File: src/rtl/cmbx_pkg.sv
// Shared constants and types for the codec register mailbox.
// Assumes the fixed 32-bit command word layout: data in the upper half,
// busy/command flag at bit 15, register address in the low byte.
package cmbx_pkg;
    localparam int WORD_W   = 32;
    localparam int DATA_W   = 16;
    localparam int ADDR_W   = 8;
    localparam int FLAG_BIT = 15;
    localparam int DATA_LSB = WORD_W - DATA_W;
    localparam int GAP_W    = FLAG_BIT - ADDR_W;

    typedef struct packed {
        logic              is_read;
        logic [ADDR_W-1:0] addr;
        logic [DATA_W-1:0] data;
    } cmd_t;
endpackage

File: src/rtl/cmbx_decode.sv
// Decodes a host store into a mailbox command.
// Assumes host_we is a single-cycle strobe. A store is accepted only when
// its flag bit is set and no transaction is pending. Address bit 0 is dropped.
module cmbx_decode
    import cmbx_pkg::*;
(
    input  logic              host_we,
    input  logic              host_port,
    input  logic [WORD_W-1:0] host_wdata,
    input  logic              engine_busy,
    output logic              cmd_fire,
    output cmd_t              cmd
);
    // Split the host word into fields and qualify acceptance.
    always_comb begin
        cmd.is_read = host_port;
        cmd.addr    = {host_wdata[ADDR_W-1:1], 1'b0};
        cmd.data    = host_wdata[DATA_LSB +: DATA_W];
        cmd_fire    = host_we & host_wdata[FLAG_BIT] & ~engine_busy;
    end
endmodule

File: src/rtl/cmbx_engine.sv
// Holds one codec request on a valid/ready handshake.
// Assumes the codec drives cdc_rdata in the same cycle as cdc_ready.
// The request drops at the acknowledging edge.
module cmbx_engine
    import cmbx_pkg::*;
(
    input  logic              clk,
    input  logic              rst_n,
    input  logic              cmd_fire,
    input  cmd_t              cmd,
    input  logic              cdc_ready,
    input  logic [DATA_W-1:0] cdc_rdata,
    output logic              cdc_valid,
    output logic              cdc_write,
    output logic [ADDR_W-1:0] cdc_addr,
    output logic [DATA_W-1:0] cdc_wdata,
    output logic              done,
    output logic [DATA_W-1:0] done_rdata
);
    cmd_t pend_q;
    logic valid_q;

    // Launch on an accepted command, retire on the handshake.
    always_ff @(posedge clk) begin
        if (!rst_n) begin
            valid_q <= 1'b0;
            pend_q  <= '0;
        end else if (valid_q && cdc_ready) begin
            valid_q <= 1'b0;
        end else if (cmd_fire) begin
            valid_q <= 1'b1;
            pend_q  <= cmd;
        end
    end

    // Drive the codec request and the completion pulse.
    always_comb begin
        cdc_valid  = valid_q;
        cdc_write  = ~pend_q.is_read;
        cdc_addr   = pend_q.addr;
        cdc_wdata  = pend_q.data;
        done       = valid_q & cdc_ready;
        done_rdata = cdc_rdata;
    end

    // request held while the codec stalls
    p_hold_request_r7: assert property (@(posedge clk) disable iff (!rst_n)
        (cdc_valid && !cdc_ready) |=> (cdc_valid && $stable(cdc_addr)
                                       && $stable(cdc_wdata) && $stable(cdc_write)));
    // request released after the acknowledge
    p_release_after_ack_r3: assert property (@(posedge clk) disable iff (!rst_n)
        (cdc_valid && cdc_ready) |=> !cdc_valid);
    // no request appears without an accepted command
    p_no_spurious_r8: assert property (@(posedge clk) disable iff (!rst_n)
        (!cdc_valid && !cmd_fire) |=> !cdc_valid);
    // only even addresses reach the codec
    p_even_addr_r5: assert property (@(posedge clk) disable iff (!rst_n)
        cdc_valid |-> !cdc_addr[0]);
endmodule

File: src/rtl/cmbx_status.sv
// Keeps the host-visible command/status words.
// Assumes busy mirrors the pending request. SHARED_RESULT selects
// separate write/read words or one merged word shown on both outputs.
module cmbx_status
    import cmbx_pkg::*;
#(
    parameter bit SHARED_RESULT = 1'b0
) (
    input  logic              clk,
    input  logic              rst_n,
    input  logic              cmd_fire,
    input  cmd_t              cmd,
    input  logic              busy,
    input  logic              done,
    input  logic [DATA_W-1:0] done_rdata,
    output logic [WORD_W-1:0] wport_word,
    output logic [WORD_W-1:0] rport_word
);
    logic [ADDR_W-1:0] waddr_q, raddr_q;
    logic [DATA_W-1:0] wdata_q, rdata_q;
    logic              last_rd_q;

    // Record command fields at acceptance and read data at completion.
    always_ff @(posedge clk) begin
        if (!rst_n) begin
            waddr_q   <= '0;
            raddr_q   <= '0;
            wdata_q   <= '0;
            rdata_q   <= '0;
            last_rd_q <= 1'b0;
        end else begin
            if (cmd_fire) begin
                last_rd_q <= cmd.is_read;
                if (cmd.is_read) begin
                    raddr_q <= cmd.addr;
                end else begin
                    waddr_q <= cmd.addr;
                    wdata_q <= cmd.data;
                end
            end
            if (done && last_rd_q) begin
                rdata_q <= done_rdata;
            end
        end
    end

    generate
        if (SHARED_RESULT) begin : g_shared
            logic [DATA_W-1:0] last_data;
            logic [ADDR_W-1:0] last_addr;
            // Merge the most recent transaction into one word.
            always_comb begin
                last_data  = last_rd_q ? rdata_q : wdata_q;
                last_addr  = last_rd_q ? raddr_q : waddr_q;
                wport_word = {last_data, busy, {GAP_W{1'b0}}, last_addr};
                rport_word = wport_word;
            end
        end else begin : g_split
            // Separate words, each flagging only its own pending kind.
            always_comb begin
                wport_word = {wdata_q, busy & ~last_rd_q, {GAP_W{1'b0}}, waddr_q};
                rport_word = {rdata_q, busy &  last_rd_q, {GAP_W{1'b0}}, raddr_q};
            end
            // at most one word reports busy
            p_one_busy_r3: assert property (@(posedge clk) disable iff (!rst_n)
                !(wport_word[FLAG_BIT] && rport_word[FLAG_BIT]));
        end
    endgenerate

    // read data changes only on a completion
    p_rdata_hold_r2: assert property (@(posedge clk) disable iff (!rst_n)
        !done |=> $stable(rdata_q));
    // write fields frozen while a transaction is pending
    p_fields_frozen_r4: assert property (@(posedge clk) disable iff (!rst_n)
        busy |=> ($stable(wdata_q) && $stable(waddr_q)));
endmodule

File: src/rtl/codec_mailbox.sv
// Codec register mailbox top level.
// Assumes one host store per cycle at most and a codec that eventually
// acknowledges. Carries one transaction at a time.
module codec_mailbox
    import cmbx_pkg::*;
#(
    parameter bit SHARED_RESULT = 1'b0
) (
    input  logic              clk,
    input  logic              rst_n,
    input  logic              host_we,
    input  logic              host_port,
    input  logic [WORD_W-1:0] host_wdata,
    output logic [WORD_W-1:0] wport_word,
    output logic [WORD_W-1:0] rport_word,
    output logic              cdc_valid,
    output logic              cdc_write,
    output logic [ADDR_W-1:0] cdc_addr,
    output logic [DATA_W-1:0] cdc_wdata,
    input  logic              cdc_ready,
    input  logic [DATA_W-1:0] cdc_rdata
);
    logic              cmd_fire;
    cmd_t              cmd;
    logic              done;
    logic [DATA_W-1:0] done_rdata;

    cmbx_decode u_decode (
        .host_we    (host_we),
        .host_port  (host_port),
        .host_wdata (host_wdata),
        .engine_busy(cdc_valid),
        .cmd_fire   (cmd_fire),
        .cmd        (cmd)
    );

    cmbx_engine u_engine (
        .clk       (clk),
        .rst_n     (rst_n),
        .cmd_fire  (cmd_fire),
        .cmd       (cmd),
        .cdc_ready (cdc_ready),
        .cdc_rdata (cdc_rdata),
        .cdc_valid (cdc_valid),
        .cdc_write (cdc_write),
        .cdc_addr  (cdc_addr),
        .cdc_wdata (cdc_wdata),
        .done      (done),
        .done_rdata(done_rdata)
    );

    cmbx_status #(.SHARED_RESULT(SHARED_RESULT)) u_status (
        .clk       (clk),
        .rst_n     (rst_n),
        .cmd_fire  (cmd_fire),
        .cmd       (cmd),
        .busy      (cdc_valid),
        .done      (done),
        .done_rdata(done_rdata),
        .wport_word(wport_word),
        .rport_word(rport_word)
    );

    // no request in the cycle after reset
    p_reset_idle_r6: assert property (@(posedge clk)
        !rst_n |=> !cdc_valid);
endmodule

File: config.mk
export PLATFORM = sky130hd
export DESIGN_NAME = codec_mailbox
export DESIGN_NICKNAME = d
export VERILOG_FILES = /design/src/rtl/cmbx_pkg.sv /design/src/rtl/cmbx_decode.sv /design/src/rtl/cmbx_engine.sv /design/src/rtl/cmbx_status.sv /design/src/rtl/codec_mailbox.sv
export SDC_FILE = /design/constraint.sdc
export NUM_CORES = 1
export LEC_CHECK = 0
export ABC_AREA = 1
export ABC_CLOCK_PERIOD_IN_PS = 1200
export BUFFER_PORTS_ARGS = -buffer_cell sky130_fd_sc_hd__buf_2
export CELL_PAD_IN_SITES_DETAIL_PLACEMENT = 0
export CELL_PAD_IN_SITES_GLOBAL_PLACEMENT = 2
export CORE_MARGIN = 3
export CORE_UTILIZATION = 24
export CTS_CLUSTER_DIAMETER = 100
export DETAILED_ROUTE_END_ITERATION = 12
export PLACE_DENSITY = 0.83
export SYNTH_ARGS = -nofsm -noshare
export SYNTH_HDL_FRONTEND = slang
export SYNTH_SLANG_ARGS = --single-unit
File: constraint.sdc
create_clock -name clk -period 1.2 [get_ports clk]
set_input_delay 0.24 -clock clk [delete_from_list [all_inputs] [get_ports clk]]
set_output_delay 0.24 -clock clk [all_outputs]
set_load 0.02 [all_outputs]
### After elaboration in Yosys (flattened, before gate mapping)

Cells that the tools add are included.

| word-level totals | value |
|---|---|
| output and inout port bits | 90 |
| register bits after elaboration | 72 |
| bits of input ports | 53 |

| operators by class | value |
|---|---|
| bitwise operators | 11 |
| reduce and logical (&&, ||, !) cells | 6 |

Operators with widths:

| operator | count |
|---|---|
| NOT 1 bit | 6 |
| AND reduction 2 bit | 3 |
| bitwise AND 1 bit | 5 |
| logical AND 1 bit | 2 |
| OR reduction 2 bit | 1 |

### Longest topological paths before layout

Gate-level depths: netlist (run 1).

| logic depth | value |
|---|---|
| word-level depth | 3 |
| gate-level depth with buffers | 6 |

### Modules after synthesis

A second synthesis (run 1) with hierarchy kept.

| second synthesis, totals | value |
|---|---|
| cells, all modules | 525 |
| area total of the unflattened synthesis | 3,776.1 um2 |

Modules (own cells, without submodules):

| module | area each (um2) | instances | cells an instance |
|---|---|---|---|
| cmbx_status | 2,083.2 | 1 | 287 |
| cmbx_engine | 1,491.4 | 1 | 210 |
| cmbx_decode | 201.4 | 1 | 28 |

### Least setup slack after synthesis (run 1)

OpenSTA, ideal clock, no wires.

| path | value |
|---|---|
| path kind | register to register |
| from | reg u_engine.valid_q (netlist: u_engine.cdc_valid) |
| to | reg u_status.rdata_q[10] |
| path slack | -0.009 ns |
| cell stages (with the launch flop) | 6 |
| setup time | 0.070 ns |
| data arrival time | 1.139 ns |
| cells stage by stage | dfxtp_1 nand2_1 clkinv_1 buf_2 nand3_1 a21oi_1 |

| on the way | value |
|---|---|
| word-level cells in the longest chain between the ends | 2 |

RTL lines:

| what | line | text |
|---|---|---|
| start, declared | cmbx_engine.sv:21 | `logic valid_q;` |
| start signal, assigned | cmbx_engine.sv:26 | `valid_q <= 1'b0;` |
| start signal, assigned | cmbx_engine.sv:29 | `valid_q <= 1'b0;` |
| start signal, assigned | cmbx_engine.sv:31 | `valid_q <= 1'b1;` |
| bitwise AND 1 bit | cmbx_engine.sv:42 | `done = valid_q & cdc_ready;` |
| logical AND 1 bit | cmbx_status.sv:41 | `if (done && last_rd_q) begin` |
| end signal, assigned | cmbx_status.sv:42 | `rdata_q <= done_rdata;` |
| end, declared | cmbx_status.sv:20 | `logic [DATA_W-1:0] wdata_q, rdata_q;` |

Every way passes these cells.
A chain may end at the register's enable or synchronous reset.

### Final worst setup path (run 1)

| path | value |
|---|---|
| from | reg u_engine.valid_q (netlist: u_engine.cdc_valid) |
| to | out wport_word[15] |

| on the way | value |
|---|---|
| word-level cells in the longest chain between the ends | 1 |

RTL lines:

| what | line | text |
|---|---|---|
| bitwise AND 1 bit | cmbx_status.sv:61 | `wport_word = {wdata_q, busy & ~last_rd_q, {GAP_W{1'b0}}, waddr_q};` |
| end, declared | codec_mailbox.sv:14 | `output logic [WORD_W-1:0] wport_word,` |

Every way passes these cells.

==> key figures, run 1 <==
Placed design
  – Dpl cell area: 3690 um^2
  – Gp weighted congestion: approximately 0.76
  – Place WS: -0.0108 ns
  – Placed wire-length estimate: 6180 um
  – IO buf count: around 120

Setup path
  – Reg2Reg Launch Point: u_engine.cdc_valid
  – Setup crit start: u_engine.cdc_valid
  – Worst-path fanout max: 5
  – Crit path depth: 3
  – CP required: between 0.9 and 1 ns
  – Worst path slowest cell: dfxtp_4
  – CP endpoint kind: output port
  – Worst path bufs/invs: 2
  – Top Family by Delay on Critical Path: flip-flops
  – R2R Setup Slk: approximately 0.080 ns
  – Slowest stage delay, CP: approximately 0.39 ns
  – Critical path type: reg2out
  – R2R Path End: u_engine.cdc_addr[6]
  – Crit-path cells: inv_4, nor2_4, buf_6
  – CP arrival: 0.98 ns
  – R2r worst-path depth: 5
  – Startpoint Class: flop

Yosys
  – Commonest cells in the netlist: 75 x nor2_1, 72 x dfxtp_1, 56 x nand2_1
  – Ranking of synthesized cells by area: dfxtp_1 47%, buf_4 10%, nor2_1 9.2%
  – Average size of a mapped cell: approximately 7.4 um^2
  – Synth top area share: a little under half
  – Register area share after synthesis: between 40% and 50%
  – Yosys top cell by area: dfxtp_1
  – Mapped Area: roughly 3000 um^2
  – Ys flop type: dfxtp_1
  – Async S/R FF share, synth: 0%
  – Yosys cell types: 17
  – Top-count cell post-synth: nor2_1
  – EDFF count, synth: 0
  – Yosys Warn Count: 0
  – Register bit count reported by yosys: 72
  – Synth Instances: about 420

Clock tree
  – CTS sink cnt: roughly 70
  – Reg clk slew, reported paths: 0.06 ns
  – CTS tree: done
  – Clk buf depth: 2
  – CTS H-tree lvls: 3
  – Clock Latency Late Sink: approximately 0.33 ns
  – Clock Root Buffer: clkbuf_16
  – Hold-fix buffers, CTS: 0
  – Num CTS Buffers: 9

Pwr
  – Sw Share: 25.5%
  – P per Cell Area: between 1500 and 2000 nW/um^2
  – Clock power share: a little under half
  – Net Switching: approximately 1.6 mW
  – Internal power: 4.65 mW
  – Peak VDD IR: about 870 uV
  – Comb pwr share: roughly an eighth
  – Flop pwr share: between 40% and 50%
  – LEAKAGE: between 2 and 2.5 nW

GRT
  – Largest net degree at the start of global routing: 41
  – Gr ovfl total: 0
  – Initial antenna violation count: 0
  – Met1 usage: about 14%
  – Vias in the first global route: 2732
  – Met2 Resource Use GR: about a fifth
  – First-pass GRT wire length: 13400 um
  – Gr usage total: 11.9%
  – Most Used Layer, Global Route: met2
  – Met3 Use GR: under 10%

Layout
  – Share of post-route cells with drive strength above 1: a little under a third
  – Area Overhead vs Synth: 33.0%
  – Inserted Diodes: 0
  – Fin util: roughly a third
  – Final std cell area, no fill: between 4000 and 5000 um^2
  – Post-layout nets: between 500 and 600
  – Filler instances: 1347

Floorplanning
  – Core area: approximately 12000 um^2
  – # rows: 40
  – Die ar.: ~14000 um^2
  – Starting Density: approximately a quarter
  – I/O Pins: 143
  – Die X: between 100 and 150 um
  – Die H: 119 um

Timing
  – Worst setup margin: -0.0173 ns
  – Final setup fails: 2
  – TNS Setup: -0.0337 ns
  – Hold Vio Cnt, Final: 0
  – RSZ-0062 raised after global routing: yes
  – Post-layout min period: around 1.2 ns
  – Final period util: 101%
  – Final Max Slew Viols: 0
  – Clk_skew: roughly 0.004 ns
  – Min Hold Slack: about 0.16 ns
  – Fmax: around 820 MHz

Hold path
  – HP Class: in2reg
  – WHS Endpoint: u_status.wdata_q[3]
  – Hold path depth: 3
  – Hold Crit Start: host_wdata[19]

Detailed routing
  – Vias per inst: approximately 4.1
  – Drt initial violations: 130
  – Vias post-DR: 2839
  – Initial DRT Pass Iterations: 4
  – DRC: 0
  – Routed wire length: between 8000 and 9000 um
  – Remaining antenna violation count: 0
  – Routed wire per std cell: 12.1 um

Outcome
  – Status: complete, but fails checks
  – Failing checks: setup timing

Job
  – Max-cap violations: 0
==> logic make-up (layout without fill, tap and decap cells) <==
logic type	count (synthesis)	after routing	share of synthesized area [%]
AND/OR/NAND/NOR	191	191	26.4
buffers and inverters	99	184	17.8
flip-flops	72	72	47.1
AO/OA/AOI/OAI	53	53	8.66
other	1	17	0.122
==> cell usage in the layout, fill, tap and decap left out <==
cell	synthesis	final
buf_12	0	5
nand4_1	10	10
clkinv_2	0	1
buf_2	15	115
o21ai_1	0	3
nand2_4	0	1
a21oi_1	30	30
clkbuf_8	0	1
clkinvlp_4	0	1
nand2_2	1	1
clkinv_4	0	1
inv_4	0	2
buf_4	41	13
dfxtp_4	0	2
dfxtp_1	72	70
nand2_1	56	55
conb_1	1	17
buf_6	0	3
clkbuf_16	0	9
nor2_4	0	2
clkinv_1	2	1
nand3_1	48	48
o21ai_0	23	20
inv_1	30	30
nor2_1	75	74
bufinv_16	0	2
==> power by group through the flow <==
stage,Clock [mW],Combinational (mW),Sequential (mW)
finish,2.87,0.813,2.56
global route,3.05,0.909,2.58
CTS,2.97,0.819,2.57
detailed placement,0,0.809,2.61
global placement,0,0.804,2.61
floorplan,0,0.541,2.67
==> stage by stage <==
stage               instances  power (mW)
finish                    685        6.24
global route              685        6.54
CTS                       684        6.36
detailed placement        668        3.42
global placement          668        3.42
floorplan                 432        3.21
==> cell type report <==
cell class              instances  area (um^2)  share of cell area, %
clock buffers                  10          239                   5.87
flip-flops and latches         72         1450                   35.6
well taps                     168          210                   5.16
multi-input cells             261         1160                   28.4
repair buffers                136          807                   19.8
inverters                      33          129                   3.17
clock inverters                 5         81.3                   2.00
==> state kept, by name (all words and copies together) (netlist names) <==
signal / count
u_engine.cdc_addr: 7
u_engine.cdc_valid: 1
u_engine.cdc_wdata: 16
u_engine.pend_q: 1
u_status.last_rd_q: 1
u_status.raddr_q: 7
u_status.rdata_q: 16
u_status.waddr_q: 7
u_status.wdata_q: 16
==> timing repair <==
item / in CTS / in global routing
pin swaps: 1 / 1
setup endpoints to repair: 2 / 24
setup buffers: 1 / 1
gates resized for setup: 11 / 7
==> metal layers <==
| metal | part of all wire (%) | vias up |
|---|---|---|
| met4 | 1.2 | 0 |
| met5 | 0 | - |
| met3 | 9.3 | 11 |
| met2 | 45 | 95 |
| li1 | - | 1460 |
| met1 | 44 | 1273 |
==> worst max path at each step <==
stage / end / slack [ns]
after floorplan: u_status.rdata_q[10] / 0.10
after global placement: u_engine.pend_q[24] / 0.02
after detailed placement: u_status.rdata_q[0] / -0.01
after CTS: wport_word[15] / -0.06
after global routing: wport_word[15] / -0.07
final: wport_word[15] / -0.02
==> worst min-delay path: stages <==
cell and delay [ns]:
buf_2 0.09, nand4_1 0.08, nand2_1 0.06
(Power assumes the default switching activity.)
==> inputs of run 2 (changes only) <==
--- a/config.mk
+++ b/config.mk
@@ -14,7 +14,7 @@
 export CORE_UTILIZATION = 24
 export CTS_CLUSTER_DIAMETER = 100
 export DETAILED_ROUTE_END_ITERATION = 12
-export PLACE_DENSITY = 0.83
+export PLACE_DENSITY = 0.82
 export SYNTH_ARGS = -nofsm -noshare
 export SYNTH_HDL_FRONTEND = slang
 export SYNTH_SLANG_ARGS = --single-unit
==> constraint.sdc (replaced) <==
create_clock -name clk -period 1.2 [get_ports clk]
set_input_delay 0.12 -clock clk [delete_from_list [all_inputs] [get_ports clk]]
set_output_delay 0.12 -clock clk [all_outputs]
set_load 0.02 [all_outputs]
==> run 2 against run 1 <==
  * The run now ends clean
  * Sequential cell count stayed put
  * Final area is 2.5% lower
  * Clock skew hardly changed
  * Count of clock-buffer cells in the layout is 2 higher
  * Largest cell class unchanged
  * Highest routed layer unchanged
==> key figures, run 2 (synthesis gave the netlist of run 1 again) <==
Outcome
  – Status: completed

Setup path
  – R2R Setup Slk: 0.06 ns (-0.02 ns)
  – Critical path type: reg2out
  – CP endpoint kind: output port
  – Slowest stage delay, CP: 0.36 ns (-0.03 ns)
  – Startpoint Class: flop
  – Worst-path fanout max: 5 (unchanged)
  – Top Family by Delay on Critical Path: flip-flops
  – CP required: 1.08 ns (+0.12 ns)
  – CP arrival: 1.02 ns (+0.04 ns)
  – Worst path bufs/invs: 2 (unchanged)
  – Worst path slowest cell: dfxtp_4
  – Crit-path cells: nand2_1, clkinv_4, buf_4

Placed design
  – IO buf count: 117 (unchanged)
  – Gp weighted congestion: 0.742 (-2.1%)
  – Dpl cell area: 3650 um^2 (-1.2%)
  – Placed wire-length estimate: 6110 um (-1.1%)
  – Cells after DPL: 664 (-0.60%)
  – Place WS: -0.0226 ns (-0.0119 ns)

Floorplanning
  – Core area: 12300 um^2 (unchanged)
  – Die X: 119 um (unchanged)
  – Starting Density: 25.0% (unchanged)
  – Die H: 119 um (unchanged)
  – Die ar.: 14100 um^2 (unchanged)
  – I/O Pins: 143 (unchanged)
  – # rows: 40 (unchanged)

Layout
  – Final std cell area, no fill: 3970 um^2 (-2.5%)
  – Commonest cells after routing, fill and taps aside: 115 x buf_2, 74 x nor2_1, 71 x dfxtp_1
  – Inserted Diodes: 0 (unchanged)
  – Post-layout nets: 562 (-0.71%)
  – Register Area: 1450 um^2 (-0.26%)
  – Fin util: 32.4% (-0.84 points)
  – Area Overhead vs Synth: 29.6%
  – Footprint of the multi-input gates: 1150 um^2 (-0.22%)
  – Commonest non-fill, non-tap cell in the layout: buf_2
  – Filler instances: 1357 (+0.74%)
  – Share of post-route cells with drive strength above 1: 30.0% (-0.73 points)
  – Final non-filler cell total: 681 (-0.58%)

Detailed routing
  – Routed wire length: 8440 um (+1.4%)
  – Routed wire per std cell: 12.4 um (+2.0%)
  – DRC: 0 (unchanged)
  – Initial DRT Pass Iterations: 4 (unchanged)
  – Drt initial violations: 212 (+63%)
  – Remaining antenna violation count: 0 (unchanged)
  – Vias per inst: 4.20 (+1.3%)
  – Vias post-DR: 2859 (+0.70%)

Pwr
  – Peak VDD IR: 458 uV (-47%)
  – LEAKAGE: 1.96 nW (-2.8%)
  – Flop pwr share: 43.9% (+2.9 points)
  – Internal power: 4.27 mW (-8.3%)
  – Clock power share: 42.4% (-3.5 points)
  – Tot Pwr: 5.83 mW (-6.7%)
  – P per Cell Area: 1470 nW/um^2 (-4.2%)
  – Net Switching: 1.56 mW (-2.0%)
  – Comb pwr share: 13.8% (+0.8 points)
  – Sw Share: 26.8% (+1.3 points)

Hold path
  – HP Class: in2reg

GRT
  – Gr ovfl total: 0 (unchanged)
  – Largest net degree at the start of global routing: 41 (unchanged)
  – Initial antenna violation count: 0 (unchanged)
  – First-pass GRT wire length: 13700 um (+2.3%)
  – Vias in the first global route: 2678 (-2.0%)
  – Gr usage total: 12.0% (+0.17 points)

Timing
  – Final Max Slew Viols: 0 (unchanged)
  – RSZ-0062 raised after global routing: yes
  – Final setup fails: 0 (-2)
  – Final period util: 95.3% (-6.1 points)
  – Worst setup margin: 0.0564 ns (+0.0737 ns)
  – Min Hold Slack: 0.0474 ns (-0.114 ns)
  – Clk_skew: 0.00382 ns (-0.000176 ns)
  – Hold Vio Cnt, Final: 0 (unchanged)
  – TNS Setup: 0 ns (+0.0337 ns)
  – Fmax: 874 MHz (+6.4%)
  – Post-layout min period: 1.14 ns (-0.0737 ns)

Clock tree
  – Clock Latency Late Sink: 0.33 ns (about the same)
  – Num CTS Buffers: 9 (unchanged)
  – Clk buf depth: 2 (unchanged)
  – CTS sink cnt: 72 (unchanged)
  – Clock Root Buffer: clkbuf_16
  – CTS H-tree lvls: 3 (unchanged)
  – Reg clk slew, reported paths: 0.06 ns (about the same)
  – CTS tree: done

Job
  – Max-cap violations: 0 (unchanged)
-- run 2: worst paths after layout --
check | from | end | cells after the start
setup reg to reg | u_engine.cdc_valid | u_status.wdata_q[9] | 5
setup / recovery | u_engine.cdc_valid | rport_word[15] | 3
hold / removal | host_wdata[21] | u_status.wdata_q[5] | 3
hold reg to reg | u_status.wdata_q[13] | u_status.wdata_q[13] | 2
-- run 2: what timing repair did --
action                     4_1_cts  5_1_grt
hold buffers                     0        0
setup endpoints to repair        9        6
buffers inserted                 1        1
gates cloned                     0        0
gates resized for setup          4        5
-- run 2: worst min-delay path: stages --
cell,delay [ns]
buf_2,0.08
nand4_1,0.08
nand2_1,0.07
-- run 2: per-layer routing --
layer | wire length, um | track usage, %
met4 | 180 | 5.65
met1 | 4010 | 15.7
met5 | 0 | 0
met3 | 648 | 4.18
met2 | 3600 | 17.8
-- run 2: final cells by class --
cell class,count,share of cell area [%]
clock inverters,3,0.441
repair buffers,132,19.1
multi-input cells,261,29.1
clock buffers,12,6.46
inverters,33,3.25
flip-flops and latches,72,36.4
well taps,168,5.30
-- run 2: power by group through the flow --
stage                     Sequential (mW)  Clock [mW]  Combinational [mW]
after global placement               2.61           0               0.799
final                                2.56        2.47               0.804
after CTS                            2.56        2.56               0.810
after detailed placement             2.61           0               0.805
after global routing                 2.57        2.67               0.896
after floorplan                      2.67           0               0.541
==> inputs of run 3 (changes only) <==
--- a/config.mk
+++ b/config.mk
@@ -8,13 +8,12 @@
 export ABC_AREA = 1
 export ABC_CLOCK_PERIOD_IN_PS = 1200
 export BUFFER_PORTS_ARGS = -buffer_cell sky130_fd_sc_hd__buf_2
-export CELL_PAD_IN_SITES_DETAIL_PLACEMENT = 0
-export CELL_PAD_IN_SITES_GLOBAL_PLACEMENT = 2
 export CORE_MARGIN = 3
-export CORE_UTILIZATION = 24
+export CORE_UTILIZATION = 26
 export CTS_CLUSTER_DIAMETER = 100
 export DETAILED_ROUTE_END_ITERATION = 12
-export PLACE_DENSITY = 0.82
+export PLACE_DENSITY = 0.53
+export SLEW_MARGIN = 40
 export SYNTH_ARGS = -nofsm -noshare
 export SYNTH_HDL_FRONTEND = slang
 export SYNTH_SLANG_ARGS = --single-unit
==> run 3 against run 2 <==
  * Setup slack barely moved
  * Sequential cell count unchanged
  * Combinational power down 1%
  * Count of clock-buffer cells in the layout stayed put
  * Utilization increased by 2.7 points
  * Wire length is 0.78% lower
  * Global-route usage increased by 0.68 points
  * Clock power is 3% lower
  * Final cell count down 4.4%
  * Highest routed layer unchanged
  * Sequential power about the same
  * Register-to-register slack gained 0.05 ns
==> key figures, run 3 (synthesis gave the netlist of run 1 again) <==
Detailed routing
  – Initial DRT Pass Iterations: 4 (unchanged)
  – DRC: 0 (unchanged)
  – Routed wire length: 8370 um (-0.78%)
  – Drt initial violations: 137 (-35%)
  – Vias post-DR: 2836 (-0.80%)
  – Remaining antenna violation count: 0 (unchanged)
  – Vias per inst: 4.36 (+3.8%)
  – Routed wire per std cell: 12.9 um (+3.8%)
  – Met2 WL post-DR: 3800 um (+5.8%)
  – Highest metal used: met4
  – Met1 wire length: 3710 um (-7.7%)
  – Wire length on met3: 710 um (+9.6%)

Layout
  – Final std cell area, no fill: 3920 um^2 (-1.3%)
  – Post-layout nets: 562 (unchanged)
  – Inserted Diodes: 0 (unchanged)
  – Commonest non-fill, non-tap cell in the layout: buf_2
  – Commonest cells after routing, fill and taps aside: 115 x buf_2, 75 x nor2_1, 71 x dfxtp_1
  – Share of post-route cells with drive strength above 1: 29.2% (-0.86 points)
  – Fin util: 35.1% (+2.7 points)
  – Footprint of the multi-input gates: 1140 um^2 (-1.1%)
  – Register Area: 1450 um^2 (unchanged)
  – Area Overhead vs Synth: 28.0%
  – Final non-filler cell total: 651 (-4.4%)
  – Filler instances: 1241 (-8.5%)

Setup path
  – Worst-path fanout max: 5 (unchanged)
  – Crit-path cells: nand2_1, clkinv_4, buf_4
  – Top Family by Delay on Critical Path: flip-flops
  – Worst path bufs/invs: 2 (unchanged)
  – Reg2Reg Launch Point: u_engine.cdc_valid
  – CP required: 1.08 ns (about the same)
  – CP endpoint kind: output port
  – CP arrival: 1.02 ns (about the same)
  – R2R Setup Slk: 0.11 ns (+0.05 ns)
  – Slowest stage delay, CP: 0.36 ns (about the same)
  – Worst path slowest cell: dfxtp_4
  – R2R Path End: u_status.waddr_q[2]
  – Critical path type: reg2out
  – Startpoint Class: flop
  – R2r worst-path depth: 5 (unchanged)

Placed design
  – Placed wire-length estimate: 6000 um (-1.8%)
  – Place WS: -0.0405 ns (-0.0179 ns)
  – IO buf count: 117 (unchanged)
  – Cells after DPL: 636 (-4.2%)
  – Dpl cell area: 3630 um^2 (-0.62%)
  – Gp weighted congestion: 0.746 (+0.47%)

Timing
  – Clk_skew: 0.00529 ns (+0.00148 ns)
  – Final Max Slew Viols: 0 (unchanged)
  – Final setup fails: 0 (unchanged)
  – RSZ-0062 raised after global routing: no
  – Final period util: 95.3% (about the same)
  – Post-layout min period: 1.14 ns (+0.000208 ns)
  – Worst setup margin: 0.0562 ns (-0.000208 ns)
  – Min Hold Slack: 0.0431 ns (-0.00436 ns)
  – Fmax: 874 MHz (about the same)
  – Hold Vio Cnt, Final: 0 (unchanged)

Clock tree
  – Num CTS Buffers: 9 (unchanged)
  – CTS H-tree lvls: 3 (unchanged)
  – Clock Root Buffer: clkbuf_16
  – Hold-fix buffers, CTS: 0 (unchanged)
  – CTS tree: done
  – Clock Latency Late Sink: 0.34 ns (about the same)
  – Reg clk slew, reported paths: 0.05 ns (about the same)
  – Clk buf depth: 2 (unchanged)
  – CTS sink cnt: 72 (unchanged)

Hold path
  – Hold path depth: 3 (unchanged)
  – WHS Endpoint: u_status.wdata_q[7]
  – HP Class: in2reg
  – Hold Crit Start: host_wdata[23]

Pwr
  – Peak VDD IR: 723 uV (+58%)
  – P per Cell Area: 1470 nW/um^2 (+0.12%)
  – LEAKAGE: 1.96 nW (about the same)

Job
  – Max-cap violations: 0 (unchanged)

Floorplanning
  – Die ar.: 13100 um^2 (-7.3%)
  – Die H: 115 um (-3.7%)
  – Die X: 115 um (-3.7%)
  – I/O Pins: 143 (unchanged)
  – Starting Density: 27.4% (+2.4 points)
  – # rows: 38 (-5.0%)
  – Core area: 11200 um^2 (-8.9%)

GRT
  – Initial antenna violation count: 0 (unchanged)
  – First-pass GRT wire length: 12900 um (-5.4%)
  – Gr ovfl total: 0 (unchanged)
  – Gr usage total: 12.7% (+0.68 points)
  – Vias in the first global route: 2565 (-4.2%)
  – Largest net degree at the start of global routing: 39 (-4.9%)

Outcome
  – Status: completed
run 3: changes by cell type in the layout (fill, tap and decap cells not counted):
| cell | delta |
|---|---|
| clkinvlp_4 | -1 |
| nor2_2 | -1 |
| buf_12 | +1 |
| nand3_2 | -2 |
| buf_6 | -1 |
| nor2_1 | +1 |
| nand3_1 | +2 |
| clkinv_2 | -1 |
run 3: where the power goes:
| part | switching [mW] | internal, mW |
|---|---|---|
| Clock | 0.932 | 1.47 |
| Combinational | 0.521 | 0.275 |
| Sequential | 0.0568 | 2.50 |
run 3: through the flow:
step | total power [mW] | setup TNS (ns)
2_1_floorplan | 3.21 | 0
3_3_place_gp | 3.40 | -0.0333
3_5_place_dp | 3.41 | -0.0678
4_1_cts | 5.86 | 0
5_1_grt | 6.05 | 0
6_report | 5.76 | 0
run 3: worst max-delay path by stage:
stage | depth (start not counted) | slack (ns) | startpoint | to
6_report | 3 | 0.06 | u_engine.cdc_valid | rport_word[15]
3_5_place_dp | 3 | -0.04 | u_engine.cdc_valid | rport_word[15]
3_3_place_gp | 3 | -0.03 | u_engine.cdc_valid | rport_word[15]
2_1_floorplan | 5 | 0.10 | u_engine.cdc_valid | u_status.rdata_q[10]
5_1_grt | 3 | 0.006 | u_engine.cdc_valid | rport_word[15]
4_1_cts | 3 | 0.01 | u_engine.cdc_valid | wport_word[15]
run 3: tightest hold or removal path, stage by stage:
cell	delay, ns
buf_2	0.09
nand4_1	0.07
nand2_1	0.06
run 3: layout make-up:
| cell class | instances | share of cell area, % |
|---|---|---|
| Clock inverter | 1 | 0.128 |
| Multi-Input combinational cell | 261 | 29.1 |
| Inverter | 33 | 3.29 |
| Timing Repair Buffer | 132 | 19.5 |
| Clock buffer | 12 | 6.55 |
| Sequential cell | 72 | 36.9 |
| Tap cell | 140 | 4.47 |
run 3: what timing repair did:
| item | 4_1_cts | 5_1_grt |
|---|---|---|
| pin swaps | 0 | 0 |
| setup buffers | 1 | 1 |
| cloned | 0 | 0 |
| endpoints found under the hold margin | 0 | 0 |
| setup endpoints to repair | 12 | 8 |
| resized for setup | 3 | 2 |
run 3: layer usage:
metal  global-route usage, %  vias up
li1                        -     1448
met1                    15.6     1286
met2                    19.6       90
met3                    5.02       12
met4                    5.70        0
met5                       0        -
